<file path="config.mk">
export PLATFORM = sky130hd
export DESIGN_NAME = spi_diag_if
export DESIGN_NICKNAME = d
export VERILOG_FILES = /design/src/rtl/spi_diag_pkg.sv /design/src/rtl/sdi_sync.sv /design/src/rtl/sdi_shifter.sv /design/src/rtl/sdi_cmd_regs.sv /design/src/rtl/sdi_diag.sv /design/src/rtl/spi_diag_if.sv
export SDC_FILE = /design/constraint.sdc
export NUM_CORES = 1
export LEC_CHECK = 0
export BUFFER_PORTS_ARGS = -buffer_cell sky130_fd_sc_hd__buf_2
export CAP_MARGIN = 5
export CORE_MARGIN = 4
export CORE_UTILIZATION = 35
export DETAILED_ROUTE_END_ITERATION = 10
export HOLD_SLACK_MARGIN = 0.12
export PLACE_DENSITY = 0.59
export SYNTH_ARGS = -nofsm -noshare
export SYNTH_HDL_FRONTEND = slang
export SYNTH_SLANG_ARGS = --single-unit
</file>
<file path="constraint.sdc">
create_clock -name clk -period 12.6 [get_ports clk]
set_input_delay 3.78 -clock clk [delete_from_list [all_inputs] [get_ports clk]]
set_output_delay 3.78 -clock clk [all_outputs]
set_load 0.005 [all_outputs]
</file>
<file path="src/rtl/spi_diag_pkg.sv">
package spi_diag_pkg;
  localparam int FRAME_W = 16;
  localparam int NUM_CH  = 6;
  localparam int CODE_W  = 2;
  localparam int NUM_REG = 3;
  localparam int REG_W   = 11;
  localparam int CNT_W   = $clog2(FRAME_W + 1) + 1;

  localparam logic [CODE_W-1:0] CODE_OK = 2'b11;
  localparam logic [REG_W-1:0]  REG_RST = 11'h12D;

  typedef enum logic [3:0] {
    CMD_REG1    = 4'h1,
    CMD_REG2    = 4'h2,
    CMD_REG3    = 4'h3,
    CMD_CHCFG   = 4'h4,
    CMD_DEFAULT = 4'h5,
    CMD_DIAG    = 4'h6,
    CMD_ONOFF   = 4'h7
  } cmd_e;

  function automatic logic cmd_defined(input logic [3:0] c);
    return (c >= 4'h1) && (c <= 4'h7);
  endfunction
endpackage

</file>
<file path="src/rtl/sdi_sync.sv">
module sdi_sync #(
  parameter int STAGES = 2
) (
  input  logic clk,
  input  logic arst_n,
  input  logic cs_n_i,
  input  logic sclk_i,
  input  logic si_i,
  input  logic edge_sel_i,
  output logic rst_n_o,
  output logic cs_fall_o,
  output logic cs_rise_o,
  output logic cs_idle_o,
  output logic samp_o,
  output logic shift_o,
  output logic si_o
);
  logic [STAGES-1:0] rst_q;
  logic [STAGES-1:0] cs_q;
  logic [STAGES-1:0] sclk_q;
  logic [STAGES-1:0] si_q;
  logic              cs_d;
  logic              sclk_d;
  logic              cs_s;
  logic              sclk_s;
  logic              active;
  logic              sclk_rise;
  logic              sclk_fall;

  // reset: asserted asynchronously, released on the clock
  always_ff @(posedge clk or negedge arst_n) begin
    if (!arst_n) rst_q <= '0;
    else         rst_q <= {rst_q[STAGES-2:0], 1'b1};
  end
  assign rst_n_o = rst_q[STAGES-1];

  always_ff @(posedge clk or negedge rst_n_o) begin
    if (!rst_n_o) begin
      cs_q   <= '1;
      sclk_q <= '0;
      si_q   <= '0;
      cs_d   <= 1'b1;
      sclk_d <= 1'b0;
    end else begin
      cs_q   <= {cs_q[STAGES-2:0], cs_n_i};
      sclk_q <= {sclk_q[STAGES-2:0], sclk_i};
      si_q   <= {si_q[STAGES-2:0], si_i};
      cs_d   <= cs_q[STAGES-1];
      sclk_d <= sclk_q[STAGES-1];
    end
  end

  assign cs_s      = cs_q[STAGES-1];
  assign sclk_s    = sclk_q[STAGES-1];
  assign active    = ~cs_s & ~cs_d;
  assign sclk_rise = sclk_s & ~sclk_d;
  assign sclk_fall = ~sclk_s & sclk_d;

  assign cs_fall_o = cs_d & ~cs_s;
  assign cs_rise_o = ~cs_d & cs_s;
  assign cs_idle_o = cs_d & cs_s;
  assign samp_o    = active & (edge_sel_i ? sclk_fall : sclk_rise);
  assign shift_o   = active & (edge_sel_i ? sclk_rise : sclk_fall);
  assign si_o      = si_q[STAGES-1];
endmodule

</file>
<file path="src/rtl/sdi_shifter.sv">
module sdi_shifter
  import spi_diag_pkg::*;
(
  input  logic               clk,
  input  logic               rst_n,
  input  logic               cs_fall_i,
  input  logic               cs_rise_i,
  input  logic               samp_i,
  input  logic               shift_i,
  input  logic               si_i,
  input  logic [FRAME_W-1:0] snap_i,
  output logic               so_o,
  output logic               so_oe_o,
  output logic [FRAME_W-1:0] rx_o,
  output logic               len_ok_o
);
  logic [FRAME_W-1:0] tx_q, tx_n;
  logic [FRAME_W-1:0] rx_q, rx_n;
  logic [CNT_W-1:0]   cnt_q, cnt_n;
  logic               oe_q, oe_n;

  always_comb begin
    tx_n  = tx_q;
    rx_n  = rx_q;
    cnt_n = cnt_q;
    oe_n  = oe_q;
    if (cs_fall_i) begin
      tx_n  = snap_i;
      rx_n  = '0;
      cnt_n = '0;
      oe_n  = 1'b1;
    end else if (cs_rise_i) begin
      oe_n = 1'b0;
    end else begin
      if (samp_i) begin
        rx_n = {rx_q[FRAME_W-2:0], si_i};
        if (cnt_q != '1) cnt_n = cnt_q + 1'b1;
      end
      // bit 15 is already on the line before the first sample
      if (shift_i && (cnt_q != '0)) tx_n = {tx_q[FRAME_W-2:0], 1'b1};
    end
  end

  always_ff @(posedge clk or negedge rst_n) begin
    if (!rst_n) begin
      tx_q  <= '1;
      rx_q  <= '0;
      cnt_q <= '0;
      oe_q  <= 1'b0;
    end else begin
      tx_q  <= tx_n;
      rx_q  <= rx_n;
      cnt_q <= cnt_n;
      oe_q  <= oe_n;
    end
  end

  assign so_o     = tx_q[FRAME_W-1];
  assign so_oe_o  = oe_q;
  assign rx_o     = rx_q;
  assign len_ok_o = (cnt_q == CNT_W'(FRAME_W));
endmodule

</file>
<file path="src/rtl/sdi_cmd_regs.sv">
module sdi_cmd_regs
  import spi_diag_pkg::*;
(
  input  logic                     clk,
  input  logic                     rst_n,
  input  logic                     commit_i,
  input  logic                     len_ok_i,
  input  logic [FRAME_W-1:0]       frame_i,
  output logic [NUM_REG*REG_W-1:0] reg_cfg_o,
  output logic [2:0]               glob_o,
  output logic [2:0]               olsb_off_o,
  output logic [2:0]               lowside_o,
  output logic [NUM_CH-1:0]        ch_on_o,
  output logic                     clr_o
);
  localparam int CHCFG_W = 9;

  logic [3:0]          cmd;
  logic [11:0]         data;
  logic                valid;
  logic                to_default;
  logic [CHCFG_W-1:0]  chcfg_q, chcfg_n;
  logic [NUM_CH-1:0]   on_q, on_n;

  assign cmd        = frame_i[FRAME_W-1 -: 4];
  assign data       = frame_i[11:0];
  assign valid      = commit_i & len_ok_i & cmd_defined(cmd);
  assign to_default = valid && (cmd == CMD_DEFAULT);
  assign clr_o      = valid;

  for (genvar k = 0; k < NUM_REG; k++) begin : g_reg
    logic [REG_W-1:0] q, n;
    always_comb begin
      n = q;
      if (to_default) n = REG_RST;
      else if (valid && (cmd == 4'(int'(CMD_REG1) + k))) n = data[11:1];
    end
    always_ff @(posedge clk or negedge rst_n) begin
      if (!rst_n) q <= REG_RST;
      else        q <= n;
    end
    assign reg_cfg_o[k*REG_W +: REG_W] = q;
  end

  always_comb begin
    chcfg_n = chcfg_q;
    on_n    = on_q;
    if (to_default) begin
      chcfg_n = '0;
      on_n    = '0;
    end else if (valid && (cmd == CMD_CHCFG)) begin
      chcfg_n = data[11:3];
    end else if (valid && (cmd == CMD_ONOFF)) begin
      on_n = data[NUM_CH-1:0];
    end
  end

  always_ff @(posedge clk or negedge rst_n) begin
    if (!rst_n) begin
      chcfg_q <= '0;
      on_q    <= '0;
    end else begin
      chcfg_q <= chcfg_n;
      on_q    <= on_n;
    end
  end

  assign glob_o     = chcfg_q[8:6];
  assign olsb_off_o = chcfg_q[5:3];
  assign lowside_o  = chcfg_q[2:0];
  assign ch_on_o    = on_q;
endmodule

</file>
<file path="src/rtl/sdi_diag.sv">
module sdi_diag
  import spi_diag_pkg::*;
#(
  parameter int FILT_CYC = 32
) (
  input  logic                     clk,
  input  logic                     rst_n,
  input  logic [NUM_CH*CODE_W-1:0] code_i,
  input  logic                     ch_ot_i,
  input  logic                     ic_ot_i,
  input  logic                     clr_i,
  output logic [FRAME_W-1:0]       word_o,
  output logic                     fault_n_o
);
  localparam int             CW   = $clog2(FILT_CYC + 1);
  localparam logic [CW-1:0]  LAST = CW'(FILT_CYC - 1);
  localparam logic [CW-1:0]  FULL = CW'(FILT_CYC);

  for (genvar c = 0; c < NUM_CH; c++) begin : g_ch
    logic [CODE_W-1:0] raw;
    logic [CODE_W-1:0] prev_q;
    logic [CODE_W-1:0] lat_q, lat_n;
    logic [CW-1:0]     cnt_q, cnt_n;
    logic              held;

    assign raw  = code_i[c*CODE_W +: CODE_W];
    assign held = (raw != CODE_OK) && (raw == prev_q);

    always_comb begin
      lat_n = lat_q;
      cnt_n = cnt_q;
      if (clr_i) begin
        lat_n = CODE_OK;
        cnt_n = '0;
      end else if (!held) begin
        cnt_n = '0;
      end else if (cnt_q == LAST) begin
        cnt_n = FULL;
        lat_n = raw;
      end else if (cnt_q < LAST) begin
        cnt_n = cnt_q + 1'b1;
      end
    end

    always_ff @(posedge clk or negedge rst_n) begin
      if (!rst_n) begin
        prev_q <= CODE_OK;
        lat_q  <= CODE_OK;
        cnt_q  <= '0;
      end else begin
        prev_q <= raw;
        lat_q  <= lat_n;
        cnt_q  <= cnt_n;
      end
    end

    assign word_o[4 + c*CODE_W +: CODE_W] = lat_q;
  end

  logic [CW-1:0] ot_cnt_q, ot_cnt_n;
  logic          ot_flag_q, ot_flag_n;
  logic          ic_q;

  always_comb begin
    ot_cnt_n  = ot_cnt_q;
    ot_flag_n = ot_flag_q;
    if (!ch_ot_i) begin
      ot_cnt_n  = '0;
      ot_flag_n = 1'b0;
    end else if (ot_cnt_q == LAST) begin
      ot_cnt_n  = FULL;
      ot_flag_n = 1'b1;
    end else if (ot_cnt_q < LAST) begin
      ot_cnt_n = ot_cnt_q + 1'b1;
    end
  end

  always_ff @(posedge clk or negedge rst_n) begin
    if (!rst_n) begin
      ot_cnt_q  <= '0;
      ot_flag_q <= 1'b0;
      ic_q      <= 1'b0;
    end else begin
      ot_cnt_q  <= ot_cnt_n;
      ot_flag_q <= ot_flag_n;
      ic_q      <= ic_ot_i;
    end
  end

  assign word_o[3:0] = {ot_flag_q, ic_q, 2'b11};
  assign fault_n_o   = &word_o[FRAME_W-1:4];
endmodule

</file>
<file path="src/rtl/spi_diag_if.sv">
module spi_diag_if
  import spi_diag_pkg::*;
#(
  parameter int FILT_CYC    = 32,
  parameter int SYNC_STAGES = 2
) (
  input  logic                     clk,
  input  logic                     rst_n,
  input  logic                     cs_n_i,
  input  logic                     sclk_i,
  input  logic                     si_i,
  input  logic                     edge_sel_i,
  output logic                     so_o,
  output logic                     so_oe_o,
  input  logic [NUM_CH*CODE_W-1:0] fault_code_i,
  input  logic                     ch_ot_i,
  input  logic                     ic_ot_i,
  output logic                     fault_n_o,
  output logic [NUM_REG*REG_W-1:0] reg_cfg_o,
  output logic [2:0]               glob_cfg_o,
  output logic [2:0]               olsb_off_o,
  output logic [2:0]               lowside_o,
  output logic [NUM_CH-1:0]        ch_on_o
);
  logic               rst_n_s;
  logic               cs_fall;
  logic               cs_rise;
  logic               cs_idle;
  logic               samp;
  logic               shft;
  logic               si_s;
  logic [FRAME_W-1:0] snap_word;
  logic [FRAME_W-1:0] rx_frame;
  logic               len_ok;
  logic               diag_clr;

  sdi_sync #(.STAGES(SYNC_STAGES)) u_sync (
    .clk        (clk),
    .arst_n     (rst_n),
    .cs_n_i     (cs_n_i),
    .sclk_i     (sclk_i),
    .si_i       (si_i),
    .edge_sel_i (edge_sel_i),
    .rst_n_o    (rst_n_s),
    .cs_fall_o  (cs_fall),
    .cs_rise_o  (cs_rise),
    .cs_idle_o  (cs_idle),
    .samp_o     (samp),
    .shift_o    (shft),
    .si_o       (si_s)
  );

  sdi_shifter u_shift (
    .clk       (clk),
    .rst_n     (rst_n_s),
    .cs_fall_i (cs_fall),
    .cs_rise_i (cs_rise),
    .samp_i    (samp),
    .shift_i   (shft),
    .si_i      (si_s),
    .snap_i    (snap_word),
    .so_o      (so_o),
    .so_oe_o   (so_oe_o),
    .rx_o      (rx_frame),
    .len_ok_o  (len_ok)
  );

  sdi_cmd_regs u_regs (
    .clk        (clk),
    .rst_n      (rst_n_s),
    .commit_i   (cs_rise),
    .len_ok_i   (len_ok),
    .frame_i    (rx_frame),
    .reg_cfg_o  (reg_cfg_o),
    .glob_o     (glob_cfg_o),
    .olsb_off_o (olsb_off_o),
    .lowside_o  (lowside_o),
    .ch_on_o    (ch_on_o),
    .clr_o      (diag_clr)
  );

  sdi_diag #(.FILT_CYC(FILT_CYC)) u_diag (
    .clk       (clk),
    .rst_n     (rst_n_s),
    .code_i    (fault_code_i),
    .ch_ot_i   (ch_ot_i),
    .ic_ot_i   (ic_ot_i),
    .clr_i     (diag_clr),
    .word_o    (snap_word),
    .fault_n_o (fault_n_o)
  );
endmodule

</file>
* Yosys cells after proc, flatten, opt, wreduce, memory -nomap -nowiden
Cells that the tools add are included.
** Word-level totals
- Logic and storage cells :: 222
- Output and inout bits :: 51
- Input bits :: 20
- Bits in registers :: 165
** Operators by class
- Order comparisons :: 9
- Equal/unequal tests :: 37
- Bitwise logic cells :: 13
- Add/subtract/negate cells :: 8
- Mux-type cells :: 72
- Reductions and logical operators :: 47
** Operator list (number)
- 6-bit two-way mux :: 34
- 16-bit two-way mux :: 6
- 11-bit two-way mux :: 6
- 6-bit by 1-bit adder with 6-bit output, second input constant :: 8
- 6-bit by 5-bit == test with 1-bit output, second input constant :: 8
- 6-bit by 5-bit less-than comparator with 1-bit output, second input constant :: 7
- 2-bit nonzero test :: 21
- 2-bit two-way mux :: 18
- 4-bit inequality test, second input constant :: 6
- 9-bit two-way mux :: 2
- 2-bit AND reduction :: 9
- 1-bit logical AND :: 14
- 2-bit inequality test, second input constant :: 7
- 2-bit == test :: 6
- 4-bit by 3-bit == test with 1-bit output, second input constant :: 3
- 12-bit AND reduction :: 1
- 1-bit AND :: 9
- 4-bit by 2-bit == test with 1-bit output, second input constant :: 2
- 1-bit two-way mux :: 6
- 6-bit inequality test, second input constant :: 1
- 6-bit nonzero test :: 1
- 4-bit by 1-bit == test with 1-bit output, second input constant :: 1
- 4-bit by 1-bit >= comparator with 1-bit output, second input constant :: 1
- 4-bit by 3-bit <= comparator with 1-bit output, second input constant :: 1
- 4 further kinds :: 8

* Logic depth before layout (Yosys ltp)
Gate-level depths: netlist (run 1).
- Depth in word-level cells :: 8
- Depth in mapped cells :: 9
- Gate-level depth less buffers :: 6

* Hierarchy
A second synthesis (run 1) with hierarchy kept.
** Unflattened totals
- Cell total of the unflattened synthesis :: 735
- Area, all modules :: 7756.2 sq um
** By module, submodules not included
- sdi_diag :: instances 1, cells an instance 304, sequential area each 1731.7 sq um, area an instance 3266.9 sq um
- sdi_cmd_regs :: instances 1, cells an instance 201, sequential area each 1219.9 sq um, area an instance 2083.2 sq um
- sdi_shifter :: instances 1, cells an instance 210, sequential area each 996.0 sq um, area an instance 2077.0 sq um
- sdi_sync :: instances 1, cells an instance 20, sequential area each 254.0 sq um, area an instance 329.1 sq um

* Worst setup path before layout (run 1)
OpenSTA, ideal clock, no wires.
- Path type :: in2reg
- Start point :: in edge_sel_i
- End point :: reg u_shift.tx_q[10]
- Required time :: 12518 ps
- Arrival :: 5115 ps
- Path slack :: 7403 ps
- Stages on the path :: 5
- Library setup time :: 82 ps
- Cell sequence :: nor3b_1 o221ai_1 a21oi_1 clkbuf_1 mux2_2
** Between the ends
- Cells in the longest elaborated chain, start to end :: 5
** RTL lines
- from (decl) :: RTL line spi_diag_if.sv:12 : input logic edge_sel_i,
- 1-bit two-way mux :: RTL line sdi_sync.sv:63 : assign shift_o = active & (edge_sel_i ? sclk_rise : sclk_fall);
- 1-bit AND :: RTL line sdi_sync.sv:63
- 1-bit logical AND :: RTL line sdi_shifter.sv:40 : if (shift_i && (cnt_q != '0)) tx_n = {tx_q[FRAME_W-2:0], 1'b1};
- 2-bit nonzero test (no source line)
- 2-bit AND reduction (no source line)
- to (signal assigned) :: RTL line sdi_shifter.sv:51 : tx_q <= tx_n;
- to (decl) :: RTL line sdi_shifter.sv:17 : logic [FRAME_W-1:0] tx_q, tx_n;
No other way between the ends.
A chain may end at the register's enable or synchronous reset.

* Worst setup path in the final report (run 1)
- Start point :: reg u_diag.g_ch[2].lat_q[1]
- End point :: out fault_n_o
** Between the ends
- Cells in the longest elaborated chain, start to end :: 1
** RTL lines
- from (decl) :: RTL line sdi_diag.sv:22 : logic [CODE_W-1:0] lat_q, lat_n;
- from (signal assigned) :: RTL line sdi_diag.sv:52 : lat_q <= lat_n;
- 12-bit AND reduction :: RTL line sdi_diag.sv:91 : assign fault_n_o = &word_o[FRAME_W-1:4];
- to (decl) :: RTL line spi_diag_if.sv:18 : output logic fault_n_o,
No other way between the ends.

==> results of run 1 <==
[per-stage QoR]
step	instances	instance area [um2]	power, mW	utilization	hold WS (ns)
floorplan	665	7340	0.683	-	0.331
global placement	983	7960	0.712	0.390	0.337
detailed placement	983	7960	0.714	0.390	0.339
CTS	1015	8560	1.25	0.419	0.354
global route	1015	8560	1.29	0.419	0.360
finish	1015	8560	1.23	0.419	0.344
[per-layer routing]
layer	share of wire	wire length [um]	up-vias
li1	-	-	2458
met5	0.00084	12	-
met2	0.45	6520	95
met3	0.048	691	15
met4	0.012	167	2
met1	0.48	6960	2406
[registers in the layout, indices dropped and copies added, names as in the netlist]
signal	flops
u_diag.g_ch.cnt_q	36
u_diag.g_ch.lat_q	12
u_diag.g_ch.prev_q	12
u_diag.ic_q	1
u_diag.ot_cnt_q	6
u_diag.ot_flag_q	1
u_regs.ch_on_o	6
u_regs.chcfg_q	9
u_regs.g.q	33
u_shift.cnt_q	6
u_shift.rx_o	16
u_shift.so_oe_o	1
u_shift.tx_q	14
u_sync.cs_d	1
u_sync.cs_q	2
u_sync.rst_q	2
u_sync.sclk_d	1
u_sync.sclk_q	2
u_sync.si_q	2
[final timing paths]
check | slack [ns] | endpoint | cells past startpoint | start
max in group asynchronous | 9.37 | u_sync.rst_q[1] | 1 | rst_n
setup / recovery | 7.30 | fault_n_o | 3 | u_diag.g_ch[2].lat_q[1]
hold / removal | 0.34 | u_shift.cnt_q[2] | 0 | u_sync.rst_q[1]
hold reg to reg | 0.34 | u_shift.cnt_q[2] | 0 | u_sync.rst_q[1]
min in group clk | 0.35 | u_sync.rst_q[1] | 0 | u_sync.rst_q[0]
setup reg to reg | 9.74 | u_shift.cnt_q[2] | 5 | u_sync.cs_d
[power breakdown]
part | internal [mW] | switching, mW | total [mW]
sequential | 0.576 | 0.0326 | 0.609
clock | 0.305 | 0.220 | 0.525
combinational | 0.0497 | 0.0438 | 0.0935
total | 0.931 | 0.296 | 1.23
[layout make-up]
type,instances,area [um2]
clock buffer,19,453
clock inverter,13,144
fill,1986,11900
inverter,21,78.8
multi-input combinational,454,3010
sequential,163,4150
tap,270,338
timing repair buffer,75,388
[cells by family after synthesis]
logic type                 Yosys count  share of synthesized area
AOI/OAI and AO/OA                   97                     0.0816
muxes                               66                     0.0946
adders and majority gates           13                     0.0222
other                                1                   0.000511
and+or+nand+nor                    254                      0.181
xor gates and xnor gates            23                     0.0274
buffers and inverters               48                     0.0278
DFF                                163                      0.565
[cell usage in the layout, fill, tap and decap left out, types with 6 or more instances in the layout]
| cell type | count |
|---|---|
| clkbuf_16 | 17 |
| nor2b_1 | 10 |
| a21oi_1 | 25 |
| mux2_2 | 27 |
| or3_1 | 8 |
| xnor2_1 | 11 |
| and2_1 | 6 |
| inv_1 | 21 |
| mux2i_1 | 39 |
| nor3b_1 | 12 |
| o21ai_0 | 38 |
| nand3_1 | 25 |
| buf_2 | 70 |
| nand4bb_1 | 7 |
| dfstp_2 | 56 |
| xor2_1 | 12 |
| nand2_1 | 80 |
| nor3_1 | 10 |
| dfrtp_1 | 106 |
| nand3b_1 | 9 |
| ha_1 | 13 |
| o31ai_1 | 6 |
| nor2_1 | 54 |
==> metrics.md, run 1 <==
| Metric | Value |
|---|---|
| WL final | `14400 um` |
| Power Density | `143 nW/um2` |
| Pleak | `3.85 nW` |
| Post_cts resized | `0` |
| Routed vias/inst | `4.90` |
| Skew-Pair Late Insertion Delay | `0.43 ns` |
| Die X | `153 um` |
| Sequential-to-total area share from yosys stat | `0.565` |
| Setup bufs post-CTS | `0` |
| Largest net degree at the start of global routing | `61` |
| GRT Total Usage | `0.129` |
| Setup Crit Path Kind | `reg -> out` |
| Die area | `23400 um2` |
| WL/cell | `14.1 um` |
| DR DRC count | `0` |
| Ant. Diodes | `0` |
| Status | `completed` |
| Setup TNS | `0 ns` |
| Vias in the first global route | `4886` |
| Max-cap viol count | `0` |
| CTS tree | `built` |
| Critical-path cell list | `nand4_1 -> nor3_1 -> buf_2` |
| IO Count | `71` |
| Fin Clk Skew | `0.0136 ns` |
| Main synth FF type | `dfrtp_1` |
| Layout net count | `765` |
| First DRT Iteration DRCs | `292` |
| Clock Root Buffer | `clkbuf_16` |
| Worst-path clk slew | `0.06 ns` |
| Vias | `4976` |
| YS warnings | `0` |
| Buf/Inv on CP | `1` |
| FFs w/ async S/R, synth | `1.00` |
| Longest Clk Path Bufs | `2` |
| Hold-fix buffers, CTS | `0` |
| Post-synth cell types | `56` |
| Worst Path Max Fanout | `3` |
| Met2 GRT Util | `0.196` |
| Chip height | `153 um` |
| Layout Area Growth over Synthesis | `16.6%` |
| Period utilisation layout | `0.421` |
| Mapped Area | `7340 um2` |
| Final hold violation count | `0` |
| GP Congestion | `0.780` |
| DRT antenna net count | `0` |
| Total CTS buffers | `17` |
| First-pass GRT wire length | `24900 um` |
| Fin crit period | `5.30 ns` |
| Worst-Margin Slew | `1.16 ns` |
| Final HPWL DP | `9680 um` |
| # setup viols final | `0` |
| Clock Sinks | `163` |
| Seq cells post-synth | `163` |
| Worst path max stage delay | `0.56 ns` |
| Met1 usage | `0.179` |
| Setup crit start kind | `register` |
| Initial antenna violation count | `1` |
| Max-slew violations | `0` |
| Max_slew headroom | `0.222` |
| Syn Area/Cell | `11.0 um2` |
| Critical Path AT | `1.52 ns` |
| GRT overflow | `0` |
| Share of post-route cells with drive strength above 1 | `0.271` |
| Fmax | `189 MHz` |
| Most frequent cell after synthesis | `dfrtp_1` |
| CTS H-tree lvls | `4` |
| Port Buffers | `70` |
| Largest area contributor in the netlist | `dfrtp_1` |
| Critical Path Slowest Stage Cell | `dfstp_2` |
| Post-Place Setup Slack | `7.31 ns` |
| Count of flip-flops with a built-in enable after synthesis | `0` |
| GRT busiest layer | `met2` |
| CP Capture Type | `output pin` |
| Syn nets | `698` |
| RSZ-0062 raised after global routing | `no` |
| Final setup margin | `7.30 ns` |
| Worst VDD drop | `0.0993 mV` |
| Hold/Removal Path Class | `reg -> async` |
| Most instantiated cells after synthesis | `dfrtp_1, nand2_1, dfstp_2` |
| First drt pass iteration count | `4` |
| Core Area | `20400 um2` |
| Top post-synthesis cells by area | `dfrtp_1, dfstp_2, mux2i_1` |
| CP top delay family | `flip-flops` |
| Initial core utilization | `0.359` |
| Worst Path Required | `8.82 ns` |
| Post-Synthesis Cells | `665` |
| Row cnt | `52` |
| Yosys top cell area share | `0.365` |
| Grt met3 use | `0.0353` |
No activity file was read; power rests on OpenSTA's default activity.
==> inputs of run 2 (changes only) <==
Clock period 12.6 ns to 5.39 ns, I/O delays scaled along.
==> run 2 against run 1 <==
Against the previous run: sequential share of layout area fell by 0.20 points; clock skew fell by 0.0051 ns; combinational power rose by 140%; final cell count did not move; worst hold slack improved by 0.0063 ns; largest cell class unchanged; largest power group unchanged; highest routed layer unchanged.
==> metrics.md, run 2 (synthesis gave the netlist of run 1 again) <==
| Metric | Value |
|---|---|
| Fill count | `1994 (+0.40%)` |
| Pleak | `3.87 nW (+0.31%)` |
| Core Area | `20400 um2 (unchanged)` |
| Routed vias/inst | `4.88 (-0.48%)` |
| Total CTS buffers | `17 (unchanged)` |
| Ant. Diodes | `0 (unchanged)` |
| Final HPWL DP | `9480 um (-2.0%)` |
| Max-slew violations | `0 (unchanged)` |
| Period utilisation layout | `0.591` |
| Setup TNS | `0 ns (unchanged)` |
| Worst Path Max Fanout | `24 (+21)` |
| CTS tree | `built` |
| Most flops, register | `u_diag.g_ch.cnt_q` |
| Largest net degree at the start of global routing | `162 (+170%)` |
| Clock Root Buffer | `clkbuf_16` |
| First drt pass iteration count | `4 (unchanged)` |
| Final hold violation count | `0 (unchanged)` |
| CTS H-tree lvls | `4 (unchanged)` |
| GRT overflow | `0 (unchanged)` |
| WL final | `14500 um (+1.2%)` |
| Layout net count | `765 (unchanged)` |
| Critical Path AT | `3.53 ns (+2.01 ns)` |
| Vias in the first global route | `4856 (-0.61%)` |
| Commonest non-fill, non-tap cell in the layout | `dfrtp_1` |
| Initial core utilization | `0.359 (unchanged)` |
| Vias | `4952 (-0.48%)` |
| First-pass GRT wire length | `24800 um (-0.33%)` |
| Hold/Removal Path Class | `reg -> reg` |
| DR DRC count | `0 (unchanged)` |
| Setup crit start kind | `register` |
| Setup Crit Path Kind | `reg -> reg` |
| Worst-Margin Slew | `0.861 ns (-0.299 ns)` |
| Row cnt | `52 (unchanged)` |
| Skew-Pair Late Insertion Delay | `0.42 ns (about the same)` |
| Post-layout util | `0.421 (+0.00171)` |
| Critical Path Slowest Stage Cell | `a21oi_1` |
| Post_cts resized | `0 (unchanged)` |
| Power Density | `337 nW/um2 (+140%)` |
| DRT antenna net count | `0 (unchanged)` |
| CP Capture Type | `register` |
| RSZ-0062 raised after global routing | `no` |
| IO Count | `71 (unchanged)` |
| Initial antenna violation count | `1 (unchanged)` |
| First DRT Iteration DRCs | `291 (-0.34%)` |
| Hold-fix buffers, CTS | `0 (unchanged)` |
| Layout Area Growth over Synthesis | `17.1%` |
| Share of post-route cells with drive strength above 1 | `0.271 (unchanged)` |
| Port Buffers | `70 (unchanged)` |
| Worst path max stage delay | `0.72 ns (+0.16 ns)` |
| Max-cap viol count | `0 (unchanged)` |
| Setup bufs post-CTS | `0 (unchanged)` |
| Worst-path clk slew | `0.06 ns (about the same)` |
| Worst VDD drop | `0.238 mV (+140%)` |
| Die X | `153 um (unchanged)` |
| Clock Sinks | `163 (unchanged)` |
| GP Congestion | `0.828 (+6.1%)` |
| Max_slew headroom | `0.425 (+0.202)` |
| Commonest non-fill, non-tap cells in the layout | `dfrtp_1, nand2_1, buf_2` |
| Worst Path Required | `5.73 ns (-3.09 ns)` |
| WL/cell | `14.3 um (+1.2%)` |
| Chip height | `153 um (unchanged)` |
| # setup viols final | `0 (unchanged)` |
| GRT Total Usage | `0.128 (-0.000602)` |
| Die area | `23400 um2 (unchanged)` |
| Fmax | `314 MHz` |
| Max FFs per register | `36 (unchanged)` |
| Fin crit period | `3.19 ns` |
| Critical-path cell list | `ha_1 -> inv_1 -> a21oi_1 -> buf_4 -> mux2_2` |
| Longest Clk Path Bufs | `2 (unchanged)` |
| Fin Clk Skew | `0.00852 ns (-0.00506 ns)` |
| Status | `completed` |
==> run 2: worst max-delay path: cells and delay by family (launching register included) <==
kind | cells | cell delay, ns
buf+inv | 2 | 0.85
flops | 1 | 0.53
mux | 1 | 0.35
fa+ha+maj | 1 | 0.65
compound gates | 1 | 0.72
==> run 2: path summary, 6_finish.rpt <==
path / startpoint / endpoint / slack, ns / cells past startpoint
min in group asynchronous: u_sync.rst_q[1] / u_regs.ch_on_o[2] / 0.50 / 1
hold / removal: u_sync.sclk_q[0] / u_sync.sclk_q[1] / 0.35 / 0
max in group asynchronous: u_sync.rst_q[1] / u_diag.g_ch[1].cnt_q[0] / 4.30 / 1
setup / recovery: u_sync.cs_d / u_shift.tx_q[14] / 2.20 / 5
hold reg to reg: u_sync.sclk_q[0] / u_sync.sclk_q[1] / 0.35 / 0
setup reg to reg: u_sync.cs_d / u_shift.tx_q[14] / 2.20 / 5
==> run 2: per-stage QoR <==
stage	cells	area [um2]	hold slack [ns]	power [mW]	setup WS, ns
floorplan	665	7340	0.331	1.60	0.610
detailed placement	983	7980	0.337	1.67	2.00
global route	1015	8590	0.362	3.04	2.02
finish	1015	8590	0.351	2.90	2.20
CTS	1015	8590	0.352	2.95	2.17
global placement	983	7980	0.333	1.67	2.04
==> run 2: area by class of cell <==
cell class | instances | area (um2) | share of cell area
clock inverter | 14 | 169 | 0.0197
inverter | 21 | 78.8 | 0.00917
sequential | 163 | 4150 | 0.483
multi-input combinational | 454 | 3010 | 0.350
tap | 270 | 338 | 0.0393
timing repair buffer | 75 | 400 | 0.0466
clock buffer | 18 | 450 | 0.0524
==> run 2: routing by layer <==
| layer | global-route usage | part of all wire | wire [um] |
|---|---|---|---|
| met4 | 0.0356 | 0.0064 | 93 |
| met1 | 0.177 | 0.50 | 7270 |
| met5 | 0 | 0.00089 | 13 |
| met2 | 0.199 | 0.45 | 6480 |
| met3 | 0.0356 | 0.046 | 671 |
==> run 2: power breakdown <==
group	total [mW]	leakage (nW)	internal [mW]	switching, mW
Sequential	1.42	1.97	1.35	0.0718
Combinational	0.227	1.60	0.117	0.110
Clock	1.25	0.294	0.726	0.526
Total	2.90	3.87	2.19	0.707
==> inputs of run 3 (changes only) <==
Clock period 5.39 ns to 3.2 ns, I/O delays scaled along.
==> run 3 against run 2 <==
Against the previous run: critical endpoint is now fault_n_o; sequential share of layout area is 0.063 points lower; largest power group unchanged; setup slack lost 1.5 ns; final cell count increased by 0.59%; via count is 1.2% higher.
==> metrics.md, run 3 (synthesis gave the netlist of run 1 again) <==
| Metric | Value |
|---|---|
| Setup TNS | `0 ns (unchanged)` |
| Fin Clk Skew | `0.0140 ns (+0.00553 ns)` |
| Placed cell count | `989 (+0.61%)` |
| Max_slew headroom | `0.524 (+0.0989)` |
| Layout Area Growth over Synthesis | `17.2%` |
| CP Capture Type | `output pin` |
| Fmax | `399 MHz` |
| Worst-Margin Slew | `0.714 ns (-0.146 ns)` |
| GRT Total Usage | `0.131 (+0.00247)` |
| Most flops, register | `u_diag.g_ch.cnt_q` |
| Post_cts resized | `0 (unchanged)` |
| Max-slew violations | `0 (unchanged)` |
| Setup Crit Path Kind | `reg -> out` |
| Port Buffers | `70 (unchanged)` |
| Multi-input logic area | `3010 um2 (unchanged)` |
| Status | `completed` |
| Vias | `5010 (+1.2%)` |
| Area after DPL | `8020 um2 (+0.56%)` |
| Skew-Pair Late Insertion Delay | `0.42 ns (about the same)` |
| Commonest non-fill, non-tap cells in the layout | `dfrtp_1, nand2_1, buf_2` |
| Setup bufs post-CTS | `0 (unchanged)` |
| Worst Path Max Fanout | `3 (-88%)` |
| Post-Place Setup Slack | `0.720 ns (-1.28 ns)` |
| RSZ-0062 raised after global routing | `no` |
| Post-layout util | `0.421 (+0.000552)` |
| Sequential cell area | `4150 um2 (unchanged)` |
| Row cnt | `52 (unchanged)` |
| CTS H-tree lvls | `4 (unchanged)` |
| First-pass GRT wire length | `25100 um (+1.2%)` |
| Initial core utilization | `0.359 (unchanged)` |
| Final hold violation count | `0 (unchanged)` |
| Routed vias/inst | `4.91 (+0.58%)` |
| Longest Clk Path Bufs | `2 (unchanged)` |
| Worst VDD drop | `0.352 mV (+48%)` |
| DR DRC count | `0 (unchanged)` |
| Critical Path AT | `1.54 ns (-1.99 ns)` |
| Final total power | `4.81 mW (+66%)` |
| Clock Root Buffer | `clkbuf_16` |
| # setup viols final | `0 (unchanged)` |
| Total CTS buffers | `17 (unchanged)` |
| Period utilisation layout | `0.782` |
| Die area | `23400 um2 (unchanged)` |
| First drt pass iteration count | `4 (unchanged)` |
| IO Count | `71 (unchanged)` |
| Fin crit period | `2.50 ns` |
| Ant. Diodes | `0 (unchanged)` |
| Worst Path Required | `2.24 ns (-3.49 ns)` |
| Share of post-route cells with drive strength above 1 | `0.276 (+0.00449)` |
| Commonest non-fill, non-tap cell in the layout | `dfrtp_1` |
| Power Density | `558 nW/um2 (+66%)` |
| Final HPWL DP | `10000 um (+5.9%)` |
| Clock Sinks | `163 (unchanged)` |
| Setup crit start kind | `register` |
| Hold/Removal Path Class | `reg -> async` |
| Hold-fix buffers, CTS | `0 (unchanged)` |
| Max-cap viol count | `0 (unchanged)` |
| First DRT Iteration DRCs | `267 (-8.2%)` |
| Fill count | `1968 (-1.3%)` |
| Layout net count | `771 (+0.78%)` |
| CTS tree | `built` |
| DRT antenna net count | `0 (unchanged)` |
| Chip height | `153 um (unchanged)` |
| GP Congestion | `0.793 (-4.2%)` |
| Final setup margin | `0.696 ns (-1.51 ns)` |
| WL/cell | `14.5 um (+0.99%)` |
| Hold_ws | `0.227 ns (-0.124 ns)` |
| FF-to-FF path depth | `6 (+1)` |
| Max FFs per register | `36 (unchanged)` |
| Pleak | `3.88 nW (+0.48%)` |
| Worst-path clk slew | `0.06 ns (about the same)` |
| Vias in the first global route | `4986 (+2.7%)` |
| Die X | `153 um (unchanged)` |
| Largest net degree at the start of global routing | `68 (-58%)` |
| Final Cell Area | `8610 um2 (+0.13%)` |
| WL final | `14800 um (+1.6%)` |
| GRT overflow | `0 (unchanged)` |
| Finished Layout Cells | `1021 (+0.59%)` |
| Core Area | `20400 um2 (unchanged)` |
| Initial antenna violation count | `1 (unchanged)` |
run 3: final timing paths:
check	start	endpoint	slack (ns)
min	u_sync.rst_q[1]	u_sync.si_q[0]	0.23
min reg2reg	u_sync.rst_q[1]	u_sync.si_q[0]	0.23
max in group asynchronous	u_sync.rst_q[1]	u_diag.g_ch[4].prev_q[0]	2.16
max	u_diag.g_ch[2].lat_q[1]	fault_n_o	0.70
max reg2reg	u_shift.cnt_q[0]	u_diag.g_ch[2].cnt_q[5]	0.76
min in group clk	u_sync.rst_q[0]	u_sync.rst_q[1]	0.35
run 3: layout make-up:
class,count,area share
clock buffer,20,0.0531
clock inverter,12,0.0150
inverter,21,0.00916
multi-input combinational,454,0.349
sequential,163,0.483
tap,270,0.0393
timing repair buffer,81,0.0518
run 3: power breakdown:
group	switching, mW	leakage (nW)	internal, mW	total [mW]
sequential	0.126	1.97	2.27	2.40
combinational	0.181	1.63	0.200	0.381
clock	0.838	0.283	1.19	2.03
total	1.15	3.88	3.66	4.81
run 3: critical path, stage by stage (launching register included):
cell and delay, ns:
dfstp_2 0.56, nand4_1 0.10, nor3_1 0.30, buf_2 0.18
run 3: layer usage:
metal  up-vias  GRT usage  part of all wire
met1      2447      0.181              0.49
met3        13     0.0356             0.042
met4         2     0.0369             0.010
met2        80      0.203              0.46
met5         -          0           0.00088
li1       2468          -                 -
